==> src/rtl/llsc_pkg.sv <==
package llsc_pkg;
  typedef enum logic [1:0] {
    OP_NOP   = 2'b00,
    OP_LDX   = 2'b01,
    OP_STX   = 2'b10,
    OP_STORE = 2'b11
  } llsc_op_e;
endpackage

==> src/rtl/llsc_arbiter.sv <==
module llsc_arbiter #(
  parameter int NCORE = 4,
  parameter int CW    = 2
) (
  input  logic             clk,
  input  logic             rst_n,
  input  logic [NCORE-1:0] req,
  output logic [NCORE-1:0] gnt,
  output logic [CW-1:0]    gnt_idx,
  output logic             gnt_any
);
  always_comb begin
    gnt     = '0;
    gnt_idx = '0;
    gnt_any = 1'b0;
    for (int i = 0; i < NCORE; i++) begin
      if (req[i] && !gnt_any) begin
        gnt[i]  = 1'b1;
        gnt_idx = CW'(i);
        gnt_any = 1'b1;
      end
    end
  end


  gnt_onehot_chk: assert property (@(posedge clk) disable iff (!rst_n) $onehot0(gnt));

  gnt_subset_chk: assert property (@(posedge clk) disable iff (!rst_n) (gnt & ~req) == '0);
endmodule

==> src/rtl/llsc_filter.sv <==
module llsc_filter #(
  parameter int FBITS = 16,
  parameter int FW    = 4
) (
  input  logic             clk,
  input  logic             rst_n,
  input  logic [FW-1:0]    q_idx,
  output logic             q_hit,
  input  logic             set_en,
  input  logic [FW-1:0]    set_idx,
  output logic [FBITS-1:0] bits_o
);
  logic [FBITS-1:0] bits_q;

  always_ff @(posedge clk or negedge rst_n) begin
    if (!rst_n) bits_q <= '0;
    else if (set_en) bits_q[set_idx] <= 1'b1;
  end

  assign q_hit  = bits_q[q_idx];
  assign bits_o = bits_q;
endmodule

==> src/rtl/llsc_table.sv <==
module llsc_table
  import llsc_pkg::*;
#(
  parameter int NCORE = 4,
  parameter int AW    = 16,
  parameter int NENT  = 4,
  parameter int CW    = 2
) (
  input  logic              clk,
  input  logic              rst_n,
  input  logic              act,
  input  llsc_op_e          op,
  input  logic [CW-1:0]     core,
  input  logic [AW-1:0]     addr,
  input  logic              filt_hit,
  output logic              sc_ok,
  output logic              alloc_en,
  output logic [NENT-1:0]   ent_valid,
  output logic [NENT*AW-1:0] ent_addr
);
  localparam int EW = (NENT > 1) ? $clog2(NENT) : 1;

  logic [NENT-1:0]  vld;
  logic [AW-1:0]    tag [NENT];
  logic [NCORE-1:0] msk [NENT];
  logic [EW-1:0]    vptr;

  logic [NENT-1:0] hit;
  logic            hit_any, free_any;
  logic [EW-1:0]   hit_idx, free_idx, alloc_idx;

  always_comb begin
    hit_any  = 1'b0;
    hit_idx  = '0;
    free_any = 1'b0;
    free_idx = '0;
    for (int e = 0; e < NENT; e++) begin
      hit[e] = vld[e] && (tag[e] == addr);
      if (hit[e] && !hit_any) begin
        hit_any = 1'b1;
        hit_idx = EW'(e);
      end
      if (!vld[e] && !free_any) begin
        free_any = 1'b1;
        free_idx = EW'(e);
      end
    end
    alloc_idx = free_any ? free_idx : vptr;
  end

  assign sc_ok    = act && (op == OP_STX) && hit_any && msk[hit_idx][core];
  assign alloc_en = act && (op == OP_LDX) && !hit_any;

  always_ff @(posedge clk or negedge rst_n) begin
    if (!rst_n) begin
      vld  <= '0;
      vptr <= '0;
      for (int e = 0; e < NENT; e++) begin
        tag[e] <= '0;
        msk[e] <= '0;
      end
    end else if (act) begin
      unique case (op)
        OP_LDX: begin
          for (int e = 0; e < NENT; e++) msk[e][core] <= 1'b0;
          if (hit_any) begin
            msk[hit_idx][core] <= 1'b1;
          end else begin
            vld[alloc_idx] <= 1'b1;
            tag[alloc_idx] <= addr;
            msk[alloc_idx] <= NCORE'(1) << core;
            if (!free_any) vptr <= (vptr == EW'(NENT - 1)) ? '0 : vptr + 1'b1;
          end
        end
        OP_STX: if (sc_ok) msk[hit_idx] <= '0;
        OP_STORE: if (filt_hit && hit_any) msk[hit_idx] <= '0;
        default: ;
      endcase
    end
  end

  always_comb begin
    for (int e = 0; e < NENT; e++) ent_addr[e*AW +: AW] = tag[e];
  end
  assign ent_valid = vld;

  for (genvar c = 0; c < NCORE; c++) begin : g_col
    logic [NENT-1:0] col;
    always_comb for (int e = 0; e < NENT; e++) col[e] = msk[e][c];

    one_resv_per_core_chk: assert property (@(posedge clk) disable iff (!rst_n) $countones(col) <= 1);
  end


  sc_clears_chk: assert property (@(posedge clk) disable iff (!rst_n)
    sc_ok |=> !(|msk[$past(hit_idx)]));
endmodule

==> src/rtl/llsc_monitor.sv <==
module llsc_monitor
  import llsc_pkg::*;
#(
  parameter int NCORE = 4,
  parameter int AW    = 16,
  parameter int DW    = 32,
  parameter int NENT  = 4,
  parameter int FBITS = 16,
  localparam int CW   = (NCORE > 1) ? $clog2(NCORE) : 1,
  localparam int FW   = (FBITS > 1) ? $clog2(FBITS) : 1
) (
  input  logic               clk,
  input  logic               rst_n,
  input  logic [NCORE-1:0]   req_valid,
  output logic [NCORE-1:0]   req_ready,
  input  logic [2*NCORE-1:0] req_op,
  input  logic [AW*NCORE-1:0] req_addr,
  input  logic [DW*NCORE-1:0] req_data,
  output logic               mem_we,
  output logic [AW-1:0]      mem_addr,
  output logic [DW-1:0]      mem_wdata,
  output logic               rsp_valid,
  output logic [CW-1:0]      rsp_core,
  output logic               rsp_fail
);
  logic [CW-1:0] g_idx;
  logic          g_any;

  llsc_arbiter #(.NCORE(NCORE), .CW(CW)) u_arb (
    .clk(clk), .rst_n(rst_n), .req(req_valid),
    .gnt(req_ready), .gnt_idx(g_idx), .gnt_any(g_any)
  );

  llsc_op_e       s_op;
  logic [AW-1:0]  s_addr;
  logic [DW-1:0]  s_data;
  assign s_op   = llsc_op_e'(req_op[g_idx*2 +: 2]);
  assign s_addr = req_addr[g_idx*AW +: AW];
  assign s_data = req_data[g_idx*DW +: DW];

  logic             f_hit, sc_ok, alloc_en;
  logic [FBITS-1:0] f_bits;
  logic [NENT-1:0]  ent_valid;
  logic [NENT*AW-1:0] ent_addr;

  llsc_filter #(.FBITS(FBITS), .FW(FW)) u_filt (
    .clk(clk), .rst_n(rst_n),
    .q_idx(s_addr[FW-1:0]), .q_hit(f_hit),
    .set_en(alloc_en), .set_idx(s_addr[FW-1:0]),
    .bits_o(f_bits)
  );

  llsc_table #(.NCORE(NCORE), .AW(AW), .NENT(NENT), .CW(CW)) u_tab (
    .clk(clk), .rst_n(rst_n), .act(g_any), .op(s_op), .core(g_idx),
    .addr(s_addr), .filt_hit(f_hit), .sc_ok(sc_ok), .alloc_en(alloc_en),
    .ent_valid(ent_valid), .ent_addr(ent_addr)
  );

  always_ff @(posedge clk or negedge rst_n) begin
    if (!rst_n) begin
      mem_we    <= 1'b0;
      mem_addr  <= '0;
      mem_wdata <= '0;
      rsp_valid <= 1'b0;
      rsp_core  <= '0;
      rsp_fail  <= 1'b0;
    end else begin
      mem_we    <= g_any && ((s_op == OP_STORE) || sc_ok);
      rsp_valid <= g_any && (s_op == OP_STX);
      rsp_fail  <= !sc_ok;
      if (g_any) begin
        mem_addr  <= s_addr;
        mem_wdata <= s_data;
        rsp_core  <= g_idx;
      end
    end
  end

  for (genvar e = 0; e < NENT; e++) begin : g_fchk

    filter_cover_chk: assert property (@(posedge clk) disable iff (!rst_n)
      ent_valid[e] |-> f_bits[ent_addr[e*AW +: FW]]);
  end

  pass_writes_chk: assert property (@(posedge clk) disable iff (!rst_n)
    (rsp_valid && !rsp_fail) |-> mem_we);

  fail_no_write_chk: assert property (@(posedge clk) disable iff (!rst_n)
    (rsp_valid && rsp_fail) |-> !mem_we);
endmodule

==> config.mk <==
export PLATFORM = sky130hd
export DESIGN_NAME = llsc_monitor
export DESIGN_NICKNAME = d
export VERILOG_FILES = /design/src/rtl/llsc_pkg.sv /design/src/rtl/llsc_arbiter.sv /design/src/rtl/llsc_filter.sv /design/src/rtl/llsc_table.sv /design/src/rtl/llsc_monitor.sv
export SDC_FILE = /design/constraint.sdc
export NUM_CORES = 1
export LEC_CHECK = 0
export ABC_AREA = 1
export BUFFER_PORTS_ARGS = -buffer_cell sky130_fd_sc_hd__buf_2
export CAP_MARGIN = 20
export CORE_MARGIN = 2
export CORE_UTILIZATION = 49
export CTS_BUF_LIST = sky130_fd_sc_hd__clkbuf_4 sky130_fd_sc_hd__clkbuf_8 sky130_fd_sc_hd__clkbuf_16
export DETAILED_ROUTE_END_ITERATION = 8
export HOLD_SLACK_MARGIN = 0.12
export PLACE_DENSITY_LB_ADDON = 0.1
export SETUP_SLACK_MARGIN = 0.3
export SKIP_LAST_GASP = 1
export SYNTH_ARGS = -nofsm -noshare
export SYNTH_HDL_FRONTEND = slang
export SYNTH_SLANG_ARGS = --single-unit
==> constraint.sdc <==
create_clock -name clk -period 2.13 [get_ports clk]
set_clock_uncertainty 0.2 [all_clocks]
set_input_delay 0.3195 -clock clk [delete_from_list [all_inputs] [get_ports clk]]
set_output_delay 0.3195 -clock clk [all_outputs]
set_load 0.005 [all_outputs]
Word-level counts from Yosys, hierarchy flattened --
Index checks and enable logic that the tools add are counted.
Cells by class: equal/unequal tests 10, bitwise logic cells 14, reductions and logical operators 43, shift operators 4, add/subtract/negate cells 1, multiplexer cells 53, $lt $le $gt $ge 10
Operators with widths (number):
- $shiftx A128 B8 Y32 | 1
- $bwmux W64 | 1
- $eq A16 B16 Y1 | 4
- $mux W16 | 4
- $shiftx A64 B7 Y16 | 1
- $pmux W16 S3 | 1
- $demux W16 S2 | 1
- $or A16 B16 Y16 | 2
- $logic_and A1 B1 Y1 | 25
- $demux W4 S2 | 3
- $mux W1 | 23
- $mux W4 | 5
- $and A16 B16 Y16 | 1
- $and A4 B4 Y4 | 4
- $bwmux W16 | 1
- $mux W2 | 8
- $not A16 Y16 | 1
- $logic_not A1 Y1 | 13
- $bmux W4 S2 | 1
- $reduce_and A4 Y1 | 2
- $shiftx A8 B4 Y2 | 1
- $eq A2 B2 Y1 const B | 3
- $ge A3 B3 Y1 const B | 2
- $lt A2 B3 Y1 const B | 2
- 20 further kinds | 25
Storage, ports and cells: input port bits 206, logic and storage cells 152, output and inout port bits 57, flip-flop bits (word level) 155

Longest topological paths before layout --
Gate-level depths: netlist of run 1.
depth in word-level cells 32, depth in mapped cells 27

Modules after synthesis --
Synthesis of run 1 repeated with hierarchy kept, for this count alone.
Second synthesis, totals: cell total of the unflattened synthesis 1565, area, all modules 10346.2 um2
By module, submodules not included:
- llsc_table | times used 1, sequential area each 2152.1 um2, cells an instance 878, area each 5785.5 um2
- llsc_monitor | times used 1, sequential area each 1326.3 um2, cells an instance 578, area each 3718.6 um2
- llsc_filter | times used 1, sequential area each 400.4 um2, cells an instance 96, area each 779.5 um2
- llsc_arbiter | times used 1, sequential area each 0.0 um2, cells an instance 13, area each 62.6 um2

Worst setup path after synthesis of run 1 --
OpenSTA, ideal clock, no wires.
path type input port to flip-flop, start point in req_valid[2], end point reg (tool-made name), setup slack -0.877 ns, arrival 2.690 ns, setup time 0.117 ns, cell stages on the path 22, path through buf_2 o21ai_4 buf_4 nand3b_2 nand2_4 xor2_1 nand2_1 nor2_1 nand3_1 nand2_2 inv_2 nand2_2 nand3_1 nand2_1 nor2_1 nor2_2 nand2_1 o21ai_2 buf_6 nand2_2 nand2_1 nand2_1
RTL lines:
- start, declared | RTL line llsc_monitor.sv:14 | input logic [NCORE-1:0] req_valid,

==> impl.org, run 1 <==
** Yosys
- Most frequent cells after synthesis :: 464 x sky130_fd_sc_hd__nand2_1, 165 x sky130_fd_sc_hd__inv_1, 155 x sky130_fd_sc_hd__dfrtp_1, 151 x sky130_fd_sc_hd__nand3_1, 138 x sky130_fd_sc_hd__o21ai_0
- Synthesis produced 1,477 cells.
- After synthesis, the mean cell area works out to 6.87 um^2.
- The top cell type by area accounts for 38.2% of the synthesized area.
- By area the synthesized netlist is led by sky130_fd_sc_hd__dfrtp_1 38%, sky130_fd_sc_hd__nand2_1 17%, sky130_fd_sc_hd__nand3_1 7.4%.
- Mapped cell area :: 10,100 um^2
- When the netlist entered floorplanning its net count stood at 1,684.
- Number of flops mapped to enable cells by yosys :: 0
- The synthesized netlist contains 46 unique library cells.
- Most common cell in the synthesized netlist :: sky130_fd_sc_hd__nand2_1
- After synthesis, the share of flip-flops with an asynchronous set or reset is 100%.
- Top flip-flop cell by instance count after synthesis :: sky130_fd_sc_hd__dfrtp_1
- Number of synthesized register bits :: 155
- The Yosys step of the flow raised 0 warnings.
- Sequential cells were found to cover 38.2% of the synthesized design area.
- Cell accounting for the most synthesized area :: sky130_fd_sc_hd__dfrtp_1

** Setup path
- Crit path max-delay family :: simple AND/OR/NAND/NOR gates
- Nature of the critical path endpoint :: flop
- Among the stages of the critical path, the cell type that occurs most often is sky130_fd_sc_hd__nand2_1.
- The worst setup path is of the input pin to flop kind.
- Together, buffers and inverters on the worst path number 7.
- The largest single stage delay on the critical path is 0.28 ns.
- Setup crit start kind :: input pin
- Slowest CP cell :: sky130_fd_sc_hd__nor2_4
- Of all nets on the critical path, the largest fanout is 12.
- Worst endpoint required time :: 2.25 ns
- Data arrives at the worst endpoint at 3.32 ns.

** Clock network
- The H-tree was split into 4 levels.
- The tree is rooted in a sky130_fd_sc_hd__clkbuf_16.
- Buffers from clock root to sink, at most :: 2
- CTS saw 155 sinks.
- TritonCTS built the clock tree.
- TritonCTS Buffers :: 17
- Clock insertion delay at the later pin of the skew report :: 0.45 ns
- Clock-pin slew was measured on the worst setup and hold paths at 0.06 ns.

** GRT
- Gr ovfl total :: 0
- The first global-routing pass estimated 73,100 um of wire.
- Entering global routing, the biggest net connects 43 pins.
- Number of global-route vias before repair :: 13,400
- For this run, the total global-route usage over all layers was measured as 43.6%.
- The number of antenna violations at the first check in global routing is 2.

** Floorplanning
- Full die area :: 21,900 um^2
- Die extent in x :: 148 um
- Initial cell density of the core :: 50.0%
- From bottom edge to top edge, the die measures 148 um.
- Num rows :: 52
- Io pins :: 263
- Placeable core region :: 20,300 um^2

** Routing
- The first detailed-routing pass ran for 8 iterations.
- Antenna viol nets, final :: 0
- DRC violation count after routing :: 0
- Aggregate routed wire length :: 49,400 um
- Via count normalized by instance count :: 5.83
- DR iter-0 viols :: 1,348
- Detailed routing inserted a total of 13,600 vias.
- In the final routed layout, each cell accounts on average for 21.2 um.

** Worst hold path
- The min-delay analysis places its worst path in the category input pin to flop.

** Timing
- Across all hold checks on the routed design, the worst slack comes to 0.155 ns.
- Measured against its own limit, the worst slew margin works out to 62.0%.
- Worst-margin pin slew :: 0.566 ns
- Setup violations remaining at the end of the flow were counted as 106.
- Smallest setup slack after layout :: -1.07 ns
- The count of final max-slew check failures was 0.
- The number of hold-slack violations in the final timing report came to 0.
- Clock period minus worst slack :: 3.20 ns
- Setup repair after global routing could not meet its margin everywhere.
- Crit share post-route :: 150%
- Maximum clock frequency :: 312 MHz

** Power
- The completed layout was analyzed and its total power is 14.2 mW.
- IR analysis of the VDD net gives a maximum drop of 0.000734 V.
- Power density cells :: 881 nW/um^2
- For this design the static power due to leakage is 8.42 nW.

** Status
- Failing checks :: setup timing
- Run status :: finished, violations left

** Placed design
- Routability-driven placement finished with a final weighted congestion of 0.994.
- Estimated wirelength of the detail-placed design :: 29,700 um
- IO Port Bufs :: 262

** Cells and area
- At the end of the flow, the number of nets in the layout was 2,255.
- In the final layout, the share of cells above drive strength 1 is 34.4%.
- FF+latch area :: 3880 um^2
- Summing all multi-input logic gate instances after layout gives 5990 um^2.
- Layout area overhead :: 59.1%
- The layout has 1,385 filler cells.

** Flow run
- Maximum Capacitance Violations :: 0
## metrics by stage
stage                     area [um^2]  utilization (%)  setup slack, ns  TNS, ns  instances
after floorplan                 10500                -           -0.733   -55.90       1477
after global placement          13300             65.7            -1.50  -125.92       2149
after detailed placement        13300             65.7            -1.59  -134.84       2149
after CTS                       15600             77.1           -0.944   -64.21       2320
after global routing            16100             79.5            -1.24   -93.86       2333
final                           16100             79.5            -1.07   -81.03       2334
## repair_timing
| action | CTS | global route |
|---|---|---|
| gates resized for setup | 74 | 99 |
| hold buffers | 122 | 0 |
| cloned | 3 | 5 |
| endpoints found under the setup margin | 109 | 153 |
| buffers inserted | 14 | 6 |
| pin swaps | 36 | 42 |
| endpoints found under the hold margin | 188 | 0 |
## metal layers
| metal | share of wire [%] | up-vias | GRT usage (%) |
|---|---|---|---|
| li1 | - | 5945 | - |
| met5 | 0 | - | 0.909 |
| met4 | 6.4 | 0 | 23.7 |
| met1 | 38 | 6269 | 55.9 |
| met2 | 44 | 1083 | 66.3 |
| met3 | 11 | 313 | 13.0 |
## power by group
group	internal [mW]	leakage (nW)	switching, mW
Combinational	2.73	6.26	3.51
Clock	1.70	0.301	1.54
Sequential	3.86	1.86	0.876
## worst paths after layout
| kind | start | end | slack (ns) | cells past startpoint |
|---|---|---|---|---|
| max | req_valid[1] | flop | -1.07 | 29 |
| min | req_data[95] | mem_wdata[31] | 0.15 | 5 |
| max reg2reg | u_tab.ent_addr[28] | flop | -0.69 | 20 |
| min reg2reg | u_filt.bits_o[3] | u_filt.bits_o[3] | 0.28 | 1 |
| max in group asynchronous | rst_n | u_tab.ent_addr[1] | 0.89 | 3 |
| min in group asynchronous | rst_n | asynchronous set/reset pin | 0.19 | 2 |
## kinds of logic after synthesis
| group | after synthesis | synth area share [%] |
|---|---|---|
| compound gates | 231 | 13.8 |
| buf+inv | 234 | 9.33 |
| xor+xnor | 7 | 0.678 |
| fa+ha+maj | 1 | 0.123 |
| simple gates | 849 | 37.9 |
| flops | 155 | 38.2 |
## cells in the final DEF, fill, tap and decap left out, types with 26 or more instances in the layout
cell type and count:
sky130_fd_sc_hd__nand2_1 418, sky130_fd_sc_hd__buf_2 257, sky130_fd_sc_hd__buf_4 191, sky130_fd_sc_hd__inv_1 159, sky130_fd_sc_hd__dfrtp_1 155, sky130_fd_sc_hd__nand3_1 138, sky130_fd_sc_hd__dlygate4sd3_1 122, sky130_fd_sc_hd__o21ai_0 112
sky130_fd_sc_hd__nor2_1 98, sky130_fd_sc_hd__nand2_2 41, sky130_fd_sc_hd__a221oi_1 38, sky130_fd_sc_hd__nand3b_1 33, sky130_fd_sc_hd__o21ai_1 31, sky130_fd_sc_hd__nor2_2 30, sky130_fd_sc_hd__nor2_4 26
## cell type report
cell class	instances	share of cell area, %
multi-input combinational	1089	37.1
timing repair buffer	610	28.7
sequential	155	24.0
inverter	174	4.18
clock buffer	17	2.63
clock inverter	15	1.16
tap	270	2.09
antenna	3	0.0465
timing repair inverter	1	0.0542
## worst reg2reg max path, stage by stage, from the launching register on
cell	delay (ns)
sky130_fd_sc_hd__dfrtp_1	0.43
sky130_fd_sc_hd__nand3b_1	0.15
sky130_fd_sc_hd__buf_4	0.12
sky130_fd_sc_hd__nand2_1	0.05
sky130_fd_sc_hd__nor2_2	0.10
sky130_fd_sc_hd__nand2_1	0.06
sky130_fd_sc_hd__nor2_1	0.18
sky130_fd_sc_hd__nand3_4	0.15
sky130_fd_sc_hd__nand2_4	0.12
sky130_fd_sc_hd__inv_2	0.06
sky130_fd_sc_hd__nand2_4	0.08
sky130_fd_sc_hd__nand3_1	0.07
sky130_fd_sc_hd__nand2_1	0.07
sky130_fd_sc_hd__nor2_1	0.04
sky130_fd_sc_hd__nor2_2	0.14
sky130_fd_sc_hd__nand2_2	0.08
sky130_fd_sc_hd__o21ai_4	0.21
sky130_fd_sc_hd__buf_6	0.17
sky130_fd_sc_hd__nand2_8	0.07
sky130_fd_sc_hd__nand2_2	0.07
sky130_fd_sc_hd__nand2_2	0.05
No activity file was read; power rests on OpenSTA's default activity.
==> inputs of run 2 (changes only) <==
- SYNTH_HIERARCHICAL: default -> 1
==> run 2 against run 1 <==
  * The run still ends with setup timing left
  * Largest power group unchanged
  * Critical path type unchanged
  * Via count is 1.3% lower
  * Cell area is 1.9% higher
  * Die area is 1.9% higher
  * Utilization is 0.79 points lower
==> impl.org, run 2 <==
** Power
- Peak supply drop :: 0.000557 V (-24%)
- The power density over the cells was 877 nW/um^2 (-0.39%).
- Int Power :: 8.56 mW (+3.2%)
- Switching share of power :: 40.7% (-1.0 points)
- Switching power summed over all nets :: 5.87 mW (-0.96%)
- Leakage power summed over all cells :: 8.65 nW (+2.7%)
- Sequential share of power :: 31.6% (-1.7 points)
- The total design power was 14.4 mW (+1.5%).
- Combinational group share of total power :: 47.6% (+3.7 points)
- The clock group share of total power is 20.8% (-1.9 points).

** Clock network
- TritonCTS Buffers :: 17 (unchanged)
- Clock Sink Count :: 155 (unchanged)
- The later-pin clock latency in the skew report came to 0.44 ns (about the same).
- TritonCTS built the clock tree.
- The number of buffers between clock root and the deepest sink was 2 (unchanged).
- CTS placed an instance of sky130_fd_sc_hd__clkbuf_16 at the clock tree root.
- The clock transition time at the flip-flop clock pins of the worst setup and hold paths was 0.07 ns (about the same).
- The maximum level of the CTS H-tree was 4 (unchanged).

** Setup path
- Critical path arrival :: 3.53 ns (+0.21 ns)
- Nature of the critical path endpoint :: flop
- The worst register-to-register path begins at u_tab/ent_addr[22].
- Max FO, Critical Path :: 9 (-3)
- Worst setup path category :: input pin to flop
- Worst endpoint required time :: 2.26 ns (about the same)
- STA classifies the critical path startpoint as an input pin.
- R2r setup slk :: -0.63 ns (+0.06 ns)
- Reg2reg path depth :: 21 (+5.0%)

** Routing
- DRC violation count after routing :: 0 (unchanged)
- The remaining number of nets flagged by the antenna check after routing is 0 (unchanged).
- The average wire length per cell after detail routing came to 18.6 um (-12%).
- The average vias per placed instance came to 5.52 (-5.4%).
- The number of detailed-route iterations in the first pass came to 6 (-2).
- DR iter-0 viols :: 1,306 (-3.1%)
- The via total after detailed routing came to 13,400 (-1.3%).
- The routed wire length is 45,200 um (-8.4%).

** Timing
- Setup_tns :: -115.52 ns (-34.48 ns)
- Crit share post-route :: 160% (+9.5 points)
- The maximum clock frequency came to 293 MHz (-6.0%).
- The number of failing setup endpoints in the final timing report was 110 (+3.8%).
- The count of final max-slew check failures was 0 (unchanged).
- The transition time of the tightest slew-check pin was 0.610 ns (+0.0440 ns).
- Hold Worst Slack :: 0.149 ns (-0.00562 ns)
- Unrepaired setup endpoints after global routing :: yes
- Smallest setup slack after layout :: -1.28 ns (-0.203 ns)
- Clock period minus worst slack :: 3.41 ns (+0.203 ns)
- Max-Slew Margin vs Limit :: 58.9% (-3.1 points)
- The number of hold-slack violations in the final timing report came to 0 (unchanged).

** Yosys
- The number of standard cells after synthesis is 1,565 (+6.0%).
- The proportion of synthesized flip-flops having asynchronous set or reset was 100% (unchanged).
- Top flip-flop cell by instance count after synthesis :: sky130_fd_sc_hd__dfrtp_1
- The largest total area in the synthesized netlist belongs to sky130_fd_sc_hd__dfrtp_1.
- The synthesized net count is 1,775 (+5.4%).
- The area share of the largest cell type after synthesis was 37.5% (-0.73 points).
- The area of the mapped netlist was 10,300 um^2 (+1.9%).
- Count of distinct cell types in the synthesized netlist :: 43 (-6.5%)
- Most frequent cells after synthesis :: 564 x sky130_fd_sc_hd__nand2_1, 155 x sky130_fd_sc_hd__dfrtp_1, 153 x sky130_fd_sc_hd__nor2_1, 151 x sky130_fd_sc_hd__inv_1, 123 x sky130_fd_sc_hd__o21ai_0
- Avg Cell Area, Syn :: 6.61 um^2 (-3.8%)
- Top cells by area in the synthesized netlist :: sky130_fd_sc_hd__dfrtp_1 37%, sky130_fd_sc_hd__nand2_1 20%, sky130_fd_sc_hd__o21ai_0 5.9%
- Number of flops mapped to enable cells by yosys :: 0 (unchanged)
- Register area share after synthesis :: 37.5% (-0.73 points)
- The yosys synthesis warning count is 6 (+6).
- The post-synthesis sequential element count is 155 (unchanged).
- Most common cell in the synthesized netlist :: sky130_fd_sc_hd__nand2_1

** Floorplanning
- The die extent in y is 149 um (+0.94%).
- Placeable core region :: 20,900 um^2 (+2.9%)
- Io pins :: 263 (unchanged)
- Full die area :: 22,300 um^2 (+1.9%)
- Die extent in x :: 149 um (+0.94%)
- The number of standard-cell rows in the floorplan came to 53 (+1.9%).
- Initial cell density of the core :: 49.5% (-0.47 points)

** Flow run
- The number of max-cap violations was 0 (unchanged).

** Cells and area
- Fraction of layout cells with a size suffix above 1 :: 35.8% (+1.4 points)
- Net count reported at finish :: 2,353 (+4.3%)
- The number of standard cells in the final layout excluding fillers came to 2,433 (+4.2%).
- The top cell types in the final layout, fill and taps aside, are 501 x sky130_fd_sc_hd__nand2_1, 260 x sky130_fd_sc_hd__buf_2, 209 x sky130_fd_sc_hd__buf_4.
- Leaving out fill and tap cells, the most frequent cell in the layout is sky130_fd_sc_hd__nand2_1.
- The area growth from synthesis to final layout is 59.0% (about the same).

** Placed design
- Estimated wirelength of the detail-placed design :: 28,700 um (-3.5%)
- IO Port Bufs :: 262 (unchanged)
- The routability-driven placement congestion ratio is 0.982 (-1.2%).
- Cell count after placement :: 2,238 (+4.1%)
- Pre-CTS setup slack :: -1.74 ns (-0.156 ns)

** Worst hold path
- Number of cells on the worst hold path :: 7 (+2)
- The startpoint identified for the worst hold timing path is req_data[91].
- The worst hold path belongs to the class input pin to flop.
- Destination of the worst hold path :: mem_wdata[27]

** GRT
- Antenna violations before repair :: 2 (unchanged)
- The number of global-route vias before repair was 12,900 (-3.6%).
- Aggregate global-route resource usage :: 38.5% (-5.1 points)
- The global-route wire length before repair was 66,500 um (-9.0%).
- Gr ovfl total :: 0 (unchanged)
- The pin count of the biggest net entering global routing came to 63 (+47%).

** Status
- Run status :: finished, violations left
- The checks that failed: setup timing.
## run 2: cell families after synthesis
logic type | synth area share [%]
AOI/OAI and AO/OA | 9.47
DFF | 37.5
and+or+nand+nor | 41.5
buffers and inverters | 10.3
xor gates and xnor gates | 0.762
adders and majority gates | 0.484
## run 2: critical path: stages
cell	delay [ns]
sky130_fd_sc_hd__buf_8	0.10
sky130_fd_sc_hd__nor2_4	0.15
sky130_fd_sc_hd__nand3_4	0.13
sky130_fd_sc_hd__nand2_8	0.15
sky130_fd_sc_hd__clkinv_8	0.10
sky130_fd_sc_hd__clkbuf_16	0.18
sky130_fd_sc_hd__nand2_1	0.07
sky130_fd_sc_hd__nand3_2	0.09
sky130_fd_sc_hd__and2_2	0.26
sky130_fd_sc_hd__xor2_1	0.21
sky130_fd_sc_hd__nor2_1	0.18
sky130_fd_sc_hd__nor3b_1	0.27
sky130_fd_sc_hd__nand3_1	0.12
sky130_fd_sc_hd__nand4_1	0.19
sky130_fd_sc_hd__nand2_1	0.11
sky130_fd_sc_hd__nor2_1	0.15
sky130_fd_sc_hd__nand2_2	0.09
sky130_fd_sc_hd__nor2_4	0.09
sky130_fd_sc_hd__nand2_2	0.07
sky130_fd_sc_hd__nand2_4	0.11
sky130_fd_sc_hd__buf_12	0.14
sky130_fd_sc_hd__nand3_4	0.09
sky130_fd_sc_hd__nand2_2	0.08
sky130_fd_sc_hd__nand2_2	0.05
## run 2: worst max-delay path by stage
stage	startpoint	endpoint	slack, ns
finish	req_valid[1]	flop	-1.28
global route	req_valid[1]	flop	-1.38
CTS	req_valid[0]	flop	-1.17
detailed placement	req_valid[1]	flop	-1.74
global placement	req_valid[1]	flop	-1.66
floorplan	req_valid[1]	flop	-1.08
## run 2: through the flow
| stage | util, % | instance area [um^2] |
|---|---|---|
| CTS | 74.1 | 15500 |
| finish | 78.7 | 16400 |
| global placement | 64.4 | 13400 |
| floorplan | - | 10500 |
| global route | 78.7 | 16400 |
| detailed placement | 64.4 | 13400 |
## run 2: layout make-up
class / count / area, um^2
multi-input cells: 1165 / 6020
repair buffers: 626 / 4910
fillers: 1439 / 4440
flip-flops and latches: 155 / 3880
inverters: 178 / 726
clock buffers: 17 / 425
well taps: 275 / 344
clock inverters: 15 / 143
diodes: 2 / 5.00
## run 2: power groups by stage
stage               Combinational [mW]  Sequential, mW  Clock (mW)
floorplan                         3.13            4.34           0
finish                            6.87            4.56        3.00
detailed placement                5.69            4.51           0
global placement                  5.59            4.52           0
CTS                               6.12            4.49        3.03
global route                      7.50            4.67        3.16
## run 2: layer usage
metal / GRT usage [%] / wire, um
met2: 65.4 / 21500
met3: 9.05 / 3920
met4: 22.9 / 3400
met5: 0 / 0
met1: 44.3 / 16500
## run 2: what timing repair did
action	CTS	global route
setup buffers	19	25
gates cloned	3	11
endpoints found under the setup margin	121	139
resized for setup	56	151
hold buffers	103	0
pin swaps	31	48
endpoints found under the hold margin	187	0
==> inputs of run 3 (changes only) <==
- CORE_ASPECT_RATIO: default -> 1.5
==> run 3 against run 2 <==
  * The run now fails in global routing (5_1_grt)
  * Synthesized cell count is the same
  * Synthesized area is the same
==> impl.org, run 3 <==
** Status
- The run stopped with a tool error.
- The flow halted during global routing (5_1_grt).
- Error that halted the flow :: [ERROR GRT-0232] Routing congestion too high. Check the congestion heatmap in the GUI.

** Yosys
- Most frequent cells after synthesis :: 564 x sky130_fd_sc_hd__nand2_1, 155 x sky130_fd_sc_hd__dfrtp_1, 153 x sky130_fd_sc_hd__nor2_1, 151 x sky130_fd_sc_hd__inv_1, 123 x sky130_fd_sc_hd__o21ai_0
- Top cells by area in the synthesized netlist :: sky130_fd_sc_hd__dfrtp_1 37%, sky130_fd_sc_hd__nand2_1 20%, sky130_fd_sc_hd__o21ai_0 5.9%
- The number of standard cells after synthesis was 1,565 (unchanged).
- Most common cell in the synthesized netlist :: sky130_fd_sc_hd__nand2_1
- The proportion of synthesized flip-flops having asynchronous set or reset is 100% (unchanged).
- The post-synthesis sequential element count is 155 (unchanged).
- The synthesized design spends more area on one cell type than any other, namely sky130_fd_sc_hd__dfrtp_1.
- Synth top area share :: 37.5% (unchanged)
- Avg Cell Area, Syn :: 6.61 um^2 (unchanged)
- Mapped cell area :: 10,300 um^2 (unchanged)
- The synthesized net count was 1,775 (unchanged).
- The part of the Yosys area used for sequential elements is 37.5% (unchanged).
- The yosys synthesis warning count is 6 (unchanged).
- Top flip-flop cell by instance count after synthesis :: sky130_fd_sc_hd__dfrtp_1
- Number of flops mapped to enable cells by yosys :: 0 (unchanged)
- The count of unique library cells instantiated by Yosys was 43 (unchanged).

** Placed design
- Placer Congestion :: 0.957 (-2.5%)
- The pre-CTS worst setup slack was -1.77 ns (-0.0291 ns).
- The number of buffers inserted by port buffering came to 262 (unchanged).
- Estimated wirelength of the detail-placed design :: 30,400 um (+6.0%)

** Floorplanning
- Die extent in x :: 123 um (-18%)
- Initial cell density of the core :: 49.5% (about the same)
- The count of boundary I/O pins is 263 (unchanged).
- Die Height :: 182 um (+22%)
- Num rows :: 65 (+23%)

** GRT
- Aggregate global-route resource usage :: 68.8%
- Gr ovfl total :: 51
- Largest net degree at the start of global routing :: 52

** Timing
- Endpoint pin with the least setup slack after global-route repair :: u_tab/_1598_/D
- After the last repair the worst path ends at a register data pin.

** Clock network
- The number of buffers created by CTS is 17 (unchanged).
- The tree is rooted in a sky130_fd_sc_hd__clkbuf_16.
- The clock net sink count came to 155 (unchanged).
- Buffers from clock root to sink, at most :: 2 (unchanged)
- The maximum level of the CTS H-tree is 4 (unchanged).
==> run 3: cell counts after synthesis <==
No cell type changed its count.
==> run 3: logic make-up after synthesis <==
logic type               Yosys count  synth area share, %
adder cells (fa/ha/maj)            4                0.484
flip-flops                       155                 37.5
AND/OR/NAND/NOR                  969                 41.5
XOR/XNOR                           9                0.762
AO/OA/AOI/OAI                    182                 9.47
buffers and inverters            246                 10.3
==> run 3: per-stage QoR <==
stage               setup TNS, ns  instance area, um^2  utilization (%)  std cells  hold slack, ns
floorplan                  -99.88                10500                -       1565          -0.176
global placement          -175.62                13400             64.3       2241          0.0385
detailed placement        -176.02                13400             64.3       2241          0.0412
CTS                        -95.48                17300             82.8       2470           0.127
==> run 3: metal layers <==
metal | track usage (%) | overflow
met5 | 9.49 | 0
met4 | 72.1 | 18
met3 | 49.3 | 3
met2 | 90.0 | 28
met1 | 65.9 | 2
==> run 3: what timing repair did <==
action	4_1_cts
hold endpoints to repair	187
endpoints found under the setup margin	104
buffers inserted	59
hold buffers	111
resized for setup	274
pin swaps	63
gates cloned	28
==> inputs of run 4 (changes only) <==
- CORE_ASPECT_RATIO: 1.5 -> default
- CORE_UTILIZATION: 49 -> 40
- CTS_BUF_LIST: sky130_fd_sc_hd__clkbuf_4 sky130_fd_sc_hd__clkbuf_8 sky130_fd_sc_hd__clkbuf_16 -> default
- HOLD_SLACK_MARGIN: 0.12 -> default
- PLACE_DENSITY_LB_ADDON: 0.1 -> 0.15
- SETUP_SLACK_MARGIN: 0.3 -> default
- clock period: 2.13 -> 2.8 ns (I/O delays scaled with it)
==> run 4 against run 3 <==
  * The flow now finishes, with violations (setup timing)
==> impl.org, run 4 (synthesis gave the netlist of run 2 again) <==
** Clock network
- Clock insertion delay at the later pin of the skew report :: 0.44 ns
- The clock net sink count is 155 (unchanged).
- CTS placed an instance of sky130_fd_sc_hd__clkbuf_16 at the clock tree root.
- The number of buffers between clock root and the deepest sink is 2 (unchanged).
- The maximum level of the CTS H-tree was 4 (unchanged).
- TritonCTS built the clock tree.
- TritonCTS Buffers :: 17 (unchanged)
- Clock-pin slew of the registers on the worst-case setup and hold paths :: 0.07 ns

** Power
- The internal power of the cells totals 6.29 mW.
- Across the VDD grid, the largest voltage drop is 0.000467 V.
- In this run, the clock network consumes 21.9% of the power.
- For this design the ratio of total power to cell area is 694 nW/um^2.
- In this run, flip-flops and latches consume 33.3% of the power.
- Net switching is 41.2% of the power.
- Combinational group share of total power :: 44.8%
- Switching power summed over all nets :: 4.42 mW
- Summed over all cells, the static leakage comes to 8.19 nW.

** Placed design
- The number of placed cells counting well taps was 2,245 (+0.18%).
- Estimated wirelength of the detail-placed design :: 30,100 um (-0.99%)
- The number of buffers inserted by port buffering came to 262 (unchanged).
- Placer Congestion :: 0.956 (-0.14%)

** Setup path
- R2R Path Start :: u_tab/ent_valid[3]
- Reg2reg path depth :: 14
- Max FO, Critical Path :: 8
- Nature of the critical path endpoint :: flop
- STA classifies the critical path startpoint as an input pin.
- Data on the critical path is required at its endpoint by 2.90 ns.
- Critical path arrival :: 3.50 ns
- R2r setup slk :: 0.08 ns
- The worst setup path is of the input pin to flop kind.

** Status
- Run status :: finished, violations left
- Failing checks :: setup timing

** Floorplanning
- Io pins :: 263 (unchanged)
- Full die area :: 27,200 um^2
- The die extent in y was 165 um (-9.4%).
- Placeable core region :: 25,300 um^2
- Die extent in x :: 165 um (+34%)
- The number of standard-cell rows in the floorplan is 58 (-11%).
- Initial cell density of the core :: 41.0% (-8.5 points)

** Timing
- Setup Viol. Count Final :: 104
- Final hold violation count :: 0
- Across all setup checks in the final design, the least slack found is -0.596 ns.
- Crit share post-route :: 121%
- Worst-margin pin slew :: 0.618 ns
- Maximum clock frequency :: 294 MHz
- Max-Slew Margin vs Limit :: 58.6%
- Counting I/O delays and the setup requirement, the final critical path takes 3.40 ns.
- Number of pins exceeding their max-slew limit in the final report :: 0
- Unrepaired setup endpoints after global routing :: yes

** GRT
- Entering global routing, the biggest net connects 56 pins.
- Gr ovfl total :: 0
- Antenna violations before repair :: 15
- Global-route wire length before repair :: 61,500 um
- Number of global-route vias before repair :: 11,400
- For this run, the total global-route usage over all layers was measured as 29.6%.

** Worst hold path
- Hold Crit Start :: req_data[40]
- In this run the worst hold path is classified as input pin to flop.
- Number of cells on the worst hold path :: 5
- Destination of the worst hold path :: mem_wdata[8]

** Routing
- Number of detailed-routing iterations run before antenna repair :: 7
- Routed length per instance :: 18.5 um
- Once detail routing completed, the nets flagged for antenna violations numbered 0.
- Aggregate routed wire length :: 43,300 um
- In the routed layout, each cell is associated on average with a via count of 5.22.
- DRC violation count after routing :: 0
- DR iter-0 viols :: 982
- Detailed routing inserted a total of 12,300 vias.

** Cells and area
- The library cells used most frequently in the layout, excluding fill and tap cells, are 477 x sky130_fd_sc_hd__nand2_1, 259 x sky130_fd_sc_hd__buf_2, 155 x sky130_fd_sc_hd__dfrtp_1.
- Layout area overhead :: 49.2%
- The finished layout holds 2,347 standard cells, fillers aside.
- For this run, the post-layout net count is 2,203.
- Leaving out fill and tap cells, the most frequent cell in the layout is sky130_fd_sc_hd__nand2_1.
- Post-Route Utilization :: 61.1%
- Of the cells placed in the final design, the portion with a size suffix greater than 1 is 37.6%.

** Flow run
- Across the run, the number of max-cap violations was 0.
run 4: layer usage:
layer | global-route usage, % | vias up | part of all wire, %
met1 | 38.4 | 5769 | 41
met4 | 12.6 | 8 | 3.8
met2 | 47.3 | 521 | 48
li1 | - | 5844 | -
met3 | 6.63 | 108 | 7.7
met5 | 0 | - | 0.11
run 4: worst max-delay path by stage:
stage / from / depth (start not counted) / endpoint / slack (ns)
finish: req_valid[0] / 24 / u_tab/ent_addr[52] / -0.60
global route: req_valid[0] / 29 / flop / -0.69
CTS: req_valid[1] / 25 / mem_we / -0.49
detailed placement: req_valid[2] / 25 / mem_we / -1.10
global placement: req_valid[2] / 23 / flop / -1.13
floorplan: req_valid[1] / 28 / flop / -0.51
run 4: layout make-up:
class	instances	area, um^2
well taps	330	413
multi-input cells	1164	6190
clock buffers	21	470
flip-flops and latches	155	3880
repair inverters	1	5.00
fillers	2369	9820
repair buffers	476	3580
inverters	178	756
clock inverters	11	110
diodes	11	27.5
run 4: critical path: stages:
cell                        delay, ns
sky130_fd_sc_hd__buf_8           0.10
sky130_fd_sc_hd__nor2_4          0.14
sky130_fd_sc_hd__nand3_4         0.12
sky130_fd_sc_hd__nand2_8         0.11
sky130_fd_sc_hd__buf_12          0.16
sky130_fd_sc_hd__clkbuf_16       0.17
sky130_fd_sc_hd__nand2_1         0.05
sky130_fd_sc_hd__nand3_1         0.07
sky130_fd_sc_hd__and2_4          0.22
sky130_fd_sc_hd__inv_6           0.06
sky130_fd_sc_hd__or2_2           0.29
sky130_fd_sc_hd__nand2_2         0.10
sky130_fd_sc_hd__nor2_2          0.06
sky130_fd_sc_hd__nand4_1         0.13
sky130_fd_sc_hd__nand3_4         0.11
sky130_fd_sc_hd__buf_4           0.16
sky130_fd_sc_hd__nor2b_4         0.12
sky130_fd_sc_hd__buf_6           0.16
sky130_fd_sc_hd__nand3_4         0.14
sky130_fd_sc_hd__clkinv_8        0.12
sky130_fd_sc_hd__nand2_8         0.10
sky130_fd_sc_hd__clkbuf_16       0.21
sky130_fd_sc_hd__nand2_1         0.06
sky130_fd_sc_hd__o21ai_1         0.08
run 4: power groups by stage:
stage               registers [mW]  logic (mW)  clock network [mW]
CTS                           3.46        4.04                2.37
floorplan                     3.30        2.38                   0
global placement              3.48        3.98                   0
detailed placement            3.47        4.01                   0
global route                  3.65        5.27                2.47
finish                        3.57        4.80                2.34
run 4: repair_timing:
action / 4_1_cts / 5_1_grt
hold endpoints to repair: 51 / 0
resized for setup: 9 / 257
hold buffers: 1 / 0
setup endpoints to repair: 104 / 104
gates cloned: 1 / 24
buffers inserted: 0 / 33
pin swaps: 0 / 99
run 4: per-stage QoR:
step	total power, mW	setup slack (ns)	hold slack [ns]	area (um^2)	TNS (ns)
2_1_floorplan	5.68	-0.513	-0.0756	10500	-40.66
5_1_grt	11.4	-0.693	0.0937	15400	-65.34
4_1_cts	9.87	-0.492	0.0736	13800	-42.74
6_report	10.7	-0.596	0.0816	15400	-54.03
3_3_place_gp	7.46	-1.13	0.238	13100	-105.68
3_5_place_dp	7.47	-1.10	0.238	13100	-107.92
